`config.mk`:
```
export PLATFORM = sky130hd
export DESIGN_NAME = bflyRouter
export DESIGN_NICKNAME = d
export VERILOG_FILES = /design/src/rtl/bflyPkg.sv /design/src/rtl/bflyDatapath.sv /design/src/rtl/bflyControl.sv /design/src/rtl/bflyRouter.sv
export SDC_FILE = /design/constraint.sdc
export NUM_CORES = 1
export LEC_CHECK = 0
export CORE_ASPECT_RATIO = 1.4
export CORE_UTILIZATION = 50
export CTS_CLUSTER_DIAMETER = 200
export CTS_CLUSTER_SIZE = 28
export DETAILED_ROUTE_END_ITERATION = 6
export GPL_TIMING_DRIVEN = 0
export PLACE_DENSITY = 0.76
export SETUP_SLACK_MARGIN = 0.05
export SLEW_MARGIN = 5
export SYNTH_ARGS = -nofsm -noshare
export SYNTH_HDL_FRONTEND = slang
export SYNTH_SLANG_ARGS = --single-unit
```
`constraint.sdc`:
```
create_clock -name clk -period 3 [get_ports clk]
set_input_delay 0.6 -clock clk [delete_from_list [all_inputs] [get_ports clk]]
set_output_delay 0.6 -clock clk [all_outputs]
set_load 0.01 [all_outputs]
```
`src/rtl/bflyPkg.sv`:
```
package bflyPkg;
  // strobes from the control to one switch node of the datapath
  typedef struct packed {
    logic load;      // capture a new packet this cycle
    logic selCross;  // take it from the cross link rather than straight
    logic drain;     // the held packet moves on this cycle
  } nodeStrobe_t;
endpackage

```
`src/rtl/bflyDatapath.sv`:
```
module bflyDatapath
  import bflyPkg::*;
#(
  parameter int DEST_W = 3,
  parameter int PAY_W  = 8,
  localparam int N     = 1 << DEST_W,
  localparam int RANKS = DEST_W + 1,
  localparam int NODES = RANKS * N
) (
  input  logic                    clk,
  input  logic                    rstN,
  input  nodeStrobe_t             strobes [NODES],
  input  logic [N*DEST_W-1:0]     inDest,
  input  logic [N*PAY_W-1:0]      inPayload,
  output logic [NODES-1:0]        nodeValid,
  output logic [DEST_W*N-1:0]     nodeMsb,
  output logic [N*PAY_W-1:0]      outPayload
);

  logic              validQ [NODES];
  logic [DEST_W-1:0] addrQ  [NODES];
  logic [PAY_W-1:0]  dataQ  [NODES];

  for (genvar r = 0; r < RANKS; r++) begin : g_rank
    for (genvar j = 0; j < N; j++) begin : g_col
      localparam int IDX = r * N + j;

      always_ff @(posedge clk) begin
        if (!rstN)                    validQ[IDX] <= 1'b0;
        else if (strobes[IDX].load)   validQ[IDX] <= 1'b1;
        else if (strobes[IDX].drain)  validQ[IDX] <= 1'b0;
      end

      if (r == 0) begin : g_entry
        always_ff @(posedge clk) begin
          if (strobes[IDX].load) begin
            addrQ[IDX] <= inDest[j*DEST_W +: DEST_W];
            dataQ[IDX] <= inPayload[j*PAY_W +: PAY_W];
          end
        end
      end else begin : g_inner
        localparam int MASK = 1 << (DEST_W - r);
        localparam int SIDX = (r - 1) * N + j;
        localparam int CIDX = (r - 1) * N + (j ^ MASK);
        logic [DEST_W-1:0] srcAddr;
        logic [PAY_W-1:0]  srcData;
        assign srcAddr = strobes[IDX].selCross ? addrQ[CIDX] : addrQ[SIDX];
        assign srcData = strobes[IDX].selCross ? dataQ[CIDX] : dataQ[SIDX];
        always_ff @(posedge clk) begin
          if (strobes[IDX].load) begin
            addrQ[IDX] <= srcAddr << 1;   // consumed bit leaves the top
            dataQ[IDX] <= srcData;
          end
        end
      end

      assign nodeValid[IDX] = validQ[IDX];

      if (r < DEST_W) begin : g_msb
        assign nodeMsb[IDX] = addrQ[IDX][DEST_W-1];
      end else begin : g_exit
        assign outPayload[j*PAY_W +: PAY_W] = dataQ[IDX];
      end
    end
  end

  // the first cycle after reset sees an empty fabric
  p_reset_empty_r1: assert property (@(posedge clk) disable iff (!rstN)
    $rose(rstN) |-> (nodeValid == '0));

endmodule

```
`src/rtl/bflyControl.sv`:
```
module bflyControl
  import bflyPkg::*;
#(
  parameter int DEST_W = 3,
  localparam int N     = 1 << DEST_W,
  localparam int RANKS = DEST_W + 1,
  localparam int NODES = RANKS * N
) (
  input  logic                 clk,
  input  logic                 rstN,
  input  logic [NODES-1:0]     nodeValid,
  input  logic [DEST_W*N-1:0]  nodeMsb,
  input  logic [N-1:0]         inValid,
  input  logic [N-1:0]         outReady,
  output nodeStrobe_t          strobes [NODES],
  output logic [N-1:0]         inReady
);

  logic [NODES-1:0] fireV;    // node hands its packet on this cycle
  logic [NODES-1:0] bothReq;  // node sees straight and cross requests together

  always_comb begin
    int   idx, sIdx, cIdx, m;
    logic colBit, room, sReq, cReq, sGnt, cGnt;
    fireV   = '0;
    bothReq = '0;
    inReady = '0;
    for (int i = 0; i < NODES; i++) strobes[i] = '0;

    // last rank drains into the output handshake
    for (int j = 0; j < N; j++)
      fireV[DEST_W*N + j] = nodeValid[DEST_W*N + j] && outReady[j];

    // walk from the bottom rank upward so room is known before grants
    for (int r = DEST_W; r >= 1; r--) begin
      for (int j = 0; j < N; j++) begin
        idx    = r * N + j;
        m      = 1 << (DEST_W - r);
        sIdx   = (r - 1) * N + j;
        cIdx   = (r - 1) * N + (j ^ m);
        colBit = ((j >> (DEST_W - r)) & 1) != 0;
        room   = !nodeValid[idx] || fireV[idx];
        // both neighbours address node j exactly when their next bit equals j's bit
        sReq   = nodeValid[sIdx] && (nodeMsb[sIdx] == colBit);
        cReq   = nodeValid[cIdx] && (nodeMsb[cIdx] == colBit);
        sGnt   = sReq && room;
        cGnt   = cReq && !sReq && room;
        fireV[sIdx] = fireV[sIdx] | sGnt;
        fireV[cIdx] = fireV[cIdx] | cGnt;
        bothReq[idx]          = sReq && cReq;
        strobes[idx].load     = sGnt || cGnt;
        strobes[idx].selCross = cGnt;
        strobes[idx].drain    = fireV[idx];
      end
    end

    for (int j = 0; j < N; j++) begin
      room               = !nodeValid[j] || fireV[j];
      inReady[j]         = room;
      strobes[j].load    = inValid[j] && room;
      strobes[j].drain   = fireV[j];
    end
  end

  for (genvar j = 0; j < N; j++) begin : g_inChk
    // refusal at an input only comes from an occupied entry node
    p_ready_empty_r6: assert property (@(posedge clk) disable iff (!rstN)
      !inReady[j] |-> nodeValid[j]);
  end

  for (genvar r = 1; r < RANKS; r++) begin : g_arbChk
    for (genvar j = 0; j < N; j++) begin : g_col
      localparam int CIDX = (r - 1) * N + (j ^ (1 << (DEST_W - r)));
      // the cross packet that lost arbitration is still held next cycle
      p_straight_wins_r4: assert property (@(posedge clk) disable iff (!rstN)
        bothReq[r*N + j] |=> nodeValid[CIDX]);
    end
  end

endmodule

```
`src/rtl/bflyRouter.sv`:
```
module bflyRouter
  import bflyPkg::*;
#(
  parameter int DEST_W = 3,
  parameter int PAY_W  = 8,
  localparam int N     = 1 << DEST_W,
  localparam int NODES = (DEST_W + 1) * N
) (
  input  logic                 clk,
  input  logic                 rstN,
  input  logic [N-1:0]         inValid,
  output logic [N-1:0]         inReady,
  input  logic [N*DEST_W-1:0]  inDest,
  input  logic [N*PAY_W-1:0]   inPayload,
  output logic [N-1:0]         outValid,
  input  logic [N-1:0]         outReady,
  output logic [N*PAY_W-1:0]   outPayload
);

  nodeStrobe_t          strobes [NODES];
  logic [NODES-1:0]     nodeValid;
  logic [DEST_W*N-1:0]  nodeMsb;

  bflyControl #(.DEST_W(DEST_W)) i_ctrl (
    .clk      (clk),
    .rstN     (rstN),
    .nodeValid(nodeValid),
    .nodeMsb  (nodeMsb),
    .inValid  (inValid),
    .outReady (outReady),
    .strobes  (strobes),
    .inReady  (inReady)
  );

  bflyDatapath #(.DEST_W(DEST_W), .PAY_W(PAY_W)) i_dp (
    .clk       (clk),
    .rstN      (rstN),
    .strobes   (strobes),
    .inDest    (inDest),
    .inPayload (inPayload),
    .nodeValid (nodeValid),
    .nodeMsb   (nodeMsb),
    .outPayload(outPayload)
  );

  assign outValid = nodeValid[DEST_W*N +: N];

  for (genvar j = 0; j < N; j++) begin : g_outChk
    // a stalled output keeps its packet unchanged
    p_out_hold_r5: assert property (@(posedge clk) disable iff (!rstN)
      (outValid[j] && !outReady[j]) |=>
        (outValid[j] && $stable(outPayload[j*PAY_W +: PAY_W])));
  end

endmodule

```
==> results.yml <==
run:
  max-cap-violations: 0
placement:
  io_buffer_count: 184
  place_inst: 1575
  hpwl_um: 26500
  routabilityCongestion: 0.926
timing:
  hold_slack_ps: 487
  finalCritPeriodShare_pct: 100
  hold_viol: 0
  tightest_slew_ps: 1260
  fin_ws_ps: -6.32
  slew-limit-headroom_pct: 16.3
  drv_slew: 0
  fmax_mhz: 333
  skew_ps: 24.5
  rsz0062_at_grt: "yes"
  fin_crit_ps: 3010
  setup_viol: 1
yosys:
  ys_seq_area_share_pct: 66.9
  synthArstFlopShare_pct: 0
  syn_area_sq_um: 15100
  synth_edf_count: 335
  postSynthCellCount: 1008
  syn_area_per_cell_sq_um: 15.0
  yosys_warnings: 0
  synth_seq_cells: 336
  synth_nets: 1114
  synth_flop_cell: "edfxtp_1"
  ys_types: 54
grt:
  grt_pass1_wl_um: 53300
  first_global_vias: 9167
  grt_overflow: 0
  antenna_found_initial: 1
  grt_usage_pct: 23.5
  grt_max_degree: 30
route:
  ant_nets: 0
  drc_errors: 0
  vias_per_cell: 5.59
  post_drt_wl_per_cell_um: 22.0
  drt_iter0_markers: 764
  dr_total_vias: 9113
  wl_um: 35900
  first_pass_iters: 5
finish:
  multiInputGateArea_sq_um: 4650
  final_util_pct: 62.8
  fin_nets: 1351
  register_area_sq_um: 10100
  area_growth_pct: 22.7
  fillers: 2209
  drive_gt1_share_pct: 32.0
  final_cell_count_no_fill: 1629
worst_hold_path:
  holdCritPathClass: "in2reg"
clocking:
  numCtsBuffers: 15
  clkTransAtPathRegs_ps: 110
  clockBufferDepth: 3
  cts_max_level: 1
  clock_sinks: 336
  clock_latency_ps: 520
  cts_root_buffer: "clkbuf_16"
  tritoncts: "built"
power_and_ir_drop:
  pwr_density_cell_nw_per_um2: 705
  p_total_uw: 13000
  leakagePower_uw: 0.00660
  ir_drop_v: 0.000462
critical_path:
  critPathKind: "reg2out"
  path_cells: "a21boi_2, a221oi_4, or3_4, a211o_4, buf_12, nand3_4, buf_6"
  cp_data_arrival_time_ps: 2410
  worst_path_max_delay_cell: "edfxtp_1"
  crit_required_ps: 2400
  max_stage_delay_ps: 450
  critPathCaptureType: "primary output"
  cp_max_fo: 5
  cp-start-kind: "register"
floorplan:
  die-area_sq_um: 30900
  ios: 186
  core_sq_um: 29400
  die_w_um: 149
  placementRows: 74
  die_h_um: 207
  floorplan.initialDensity_pct: 51.2
run_status:
  violations: "negative setup slack"
  status: "complete, but fails checks"
==> sequential cells by signal, indices dropped and copies added (netlist names) <==
register and flops:
i_dp.dataQ 256, i_dp.addrQ 48, i_dp.validQ 32
==> where the power goes <==
group	internal (uW)	leakage (uW)	switching, uW
Sequential	6410	0.00322	517
Combinational	1900	0.00319	1920
Clock	934	0.000191	1360
==> cell type report <==
| cell class | instances | area share (%) |
|---|---|---|
| flip-flops and latches | 336 | 54.5 |
| multi-input cells | 547 | 25.1 |
| repair buffers | 222 | 11.4 |
| plain buffers | 101 | 3.80 |
| well taps | 380 | 2.57 |
| clock buffers | 20 | 2.13 |
| inverters | 22 | 0.446 |
| diodes | 1 | 0.0135 |
==> worst paths after layout <==
path,from,endpoint,slack (ps),depth (start not counted)
max reg2reg,i_dp.addrQ[1][5],i_dp.dataQ[0][61],190,6
min,outReady[5],i_dp.validQ[29],490,3
max,i_dp.addrQ[1][5],inReady[6],-6,7
min reg2reg,i_dp.dataQ[0][68],i_dp.dataQ[1][20],550,2
==> synthesized netlist by cell type, drive strengths merged, types with 4 or more instances <==
master   count  share of area [%]
a21oi       18               0.60
nand2      106                2.6
clkbuf      19               0.47
o211ai      10               0.50
a22oi        4               0.20
edfxtp     335                 67
a21boi       6               0.32
mux2       198                 15
nand3       13               0.43
and3b        5               0.29
o21ai       26               0.86
nor2b       19               0.79
inv         22               0.55
and2        17               0.71
o2111ai      8               0.46
nor2        21               0.52
nand3b      16               0.88
nand2b      25                1.0
or3          5               0.21
a221oi       4               0.27
a31oi       15               0.66
buf         84                4.0
==> stage by stage <==
step	setup slack, ps	setup TNS [ps]	instance area, sq um
floorplan	64.8	0	15100
global placement	-1210	-152390	17400
detailed placement	-1180	-154490	17400
CTS	-6.25	-6.25	18400
global route	-70.1	-128	18500
finish	-6.32	-6.32	18500
==> layout by cell type, fill, tap and decap left out, types with 8 or more instances in the layout <==
master / n
buf_6: 8
and2_1: 16
a21oi_1: 15
nand3_1: 10
buf_2: 9
nand2b_1: 18
clkbuf_16: 15
nand2_1: 104
mux2_2: 186
nor2b_1: 14
nor2_1: 19
o211ai_1: 10
nand3b_1: 15
edfxtp_1: 335
clkbuf_1: 23
clkdlybuf4s50_1: 170
inv_1: 22
o21ai_2: 9
o21ai_0: 12
buf_4: 108
==> layer usage <==
| metal | wire [um] | part of all wire [%] | vias to the layer above | global-route usage [%] |
|---|---|---|---|---|
| li1 | - | - | 4184 | - |
| met1 | 13300 | 37 | 4442 | 28.3 |
| met2 | 18700 | 52 | 400 | 41.9 |
| met3 | 2210 | 6.2 | 87 | 2.64 |
| met4 | 1670 | 4.7 | 0 | 10.5 |
| met5 | 0 | 0 | - | 0 |
==> critical path, delay by kind of cell, from the launching register on <==
kind | cells | cell delay (ps)
DFF | 1 | 450
AOI/OAI and AO/OA | 3 | 730
and+or+nand+nor | 2 | 460
buffers and inverters | 2 | 240
==> logic make-up (layout without fill, tap and decap cells) <==
group / after synthesis / in the layout / synth area share (%)
AO/OA/AOI/OAI: 113 / 113 / 5.24
buffers and inverters: 125 / 365 / 5.05
flip-flops: 336 / 336 / 66.9
multiplexers: 198 / 198 / 14.9
other: 0 / 1 / 0
AND/OR/NAND/NOR: 236 / 236 / 7.92
==> timing repair <==
action,4_1_cts,5_1_grt
hold buffers,0,0
pin swaps,21,7
buffers inserted,28,7
resized for setup,115,22
endpoints found under the setup margin,116,26
Power figures use the tool's default switching activity.
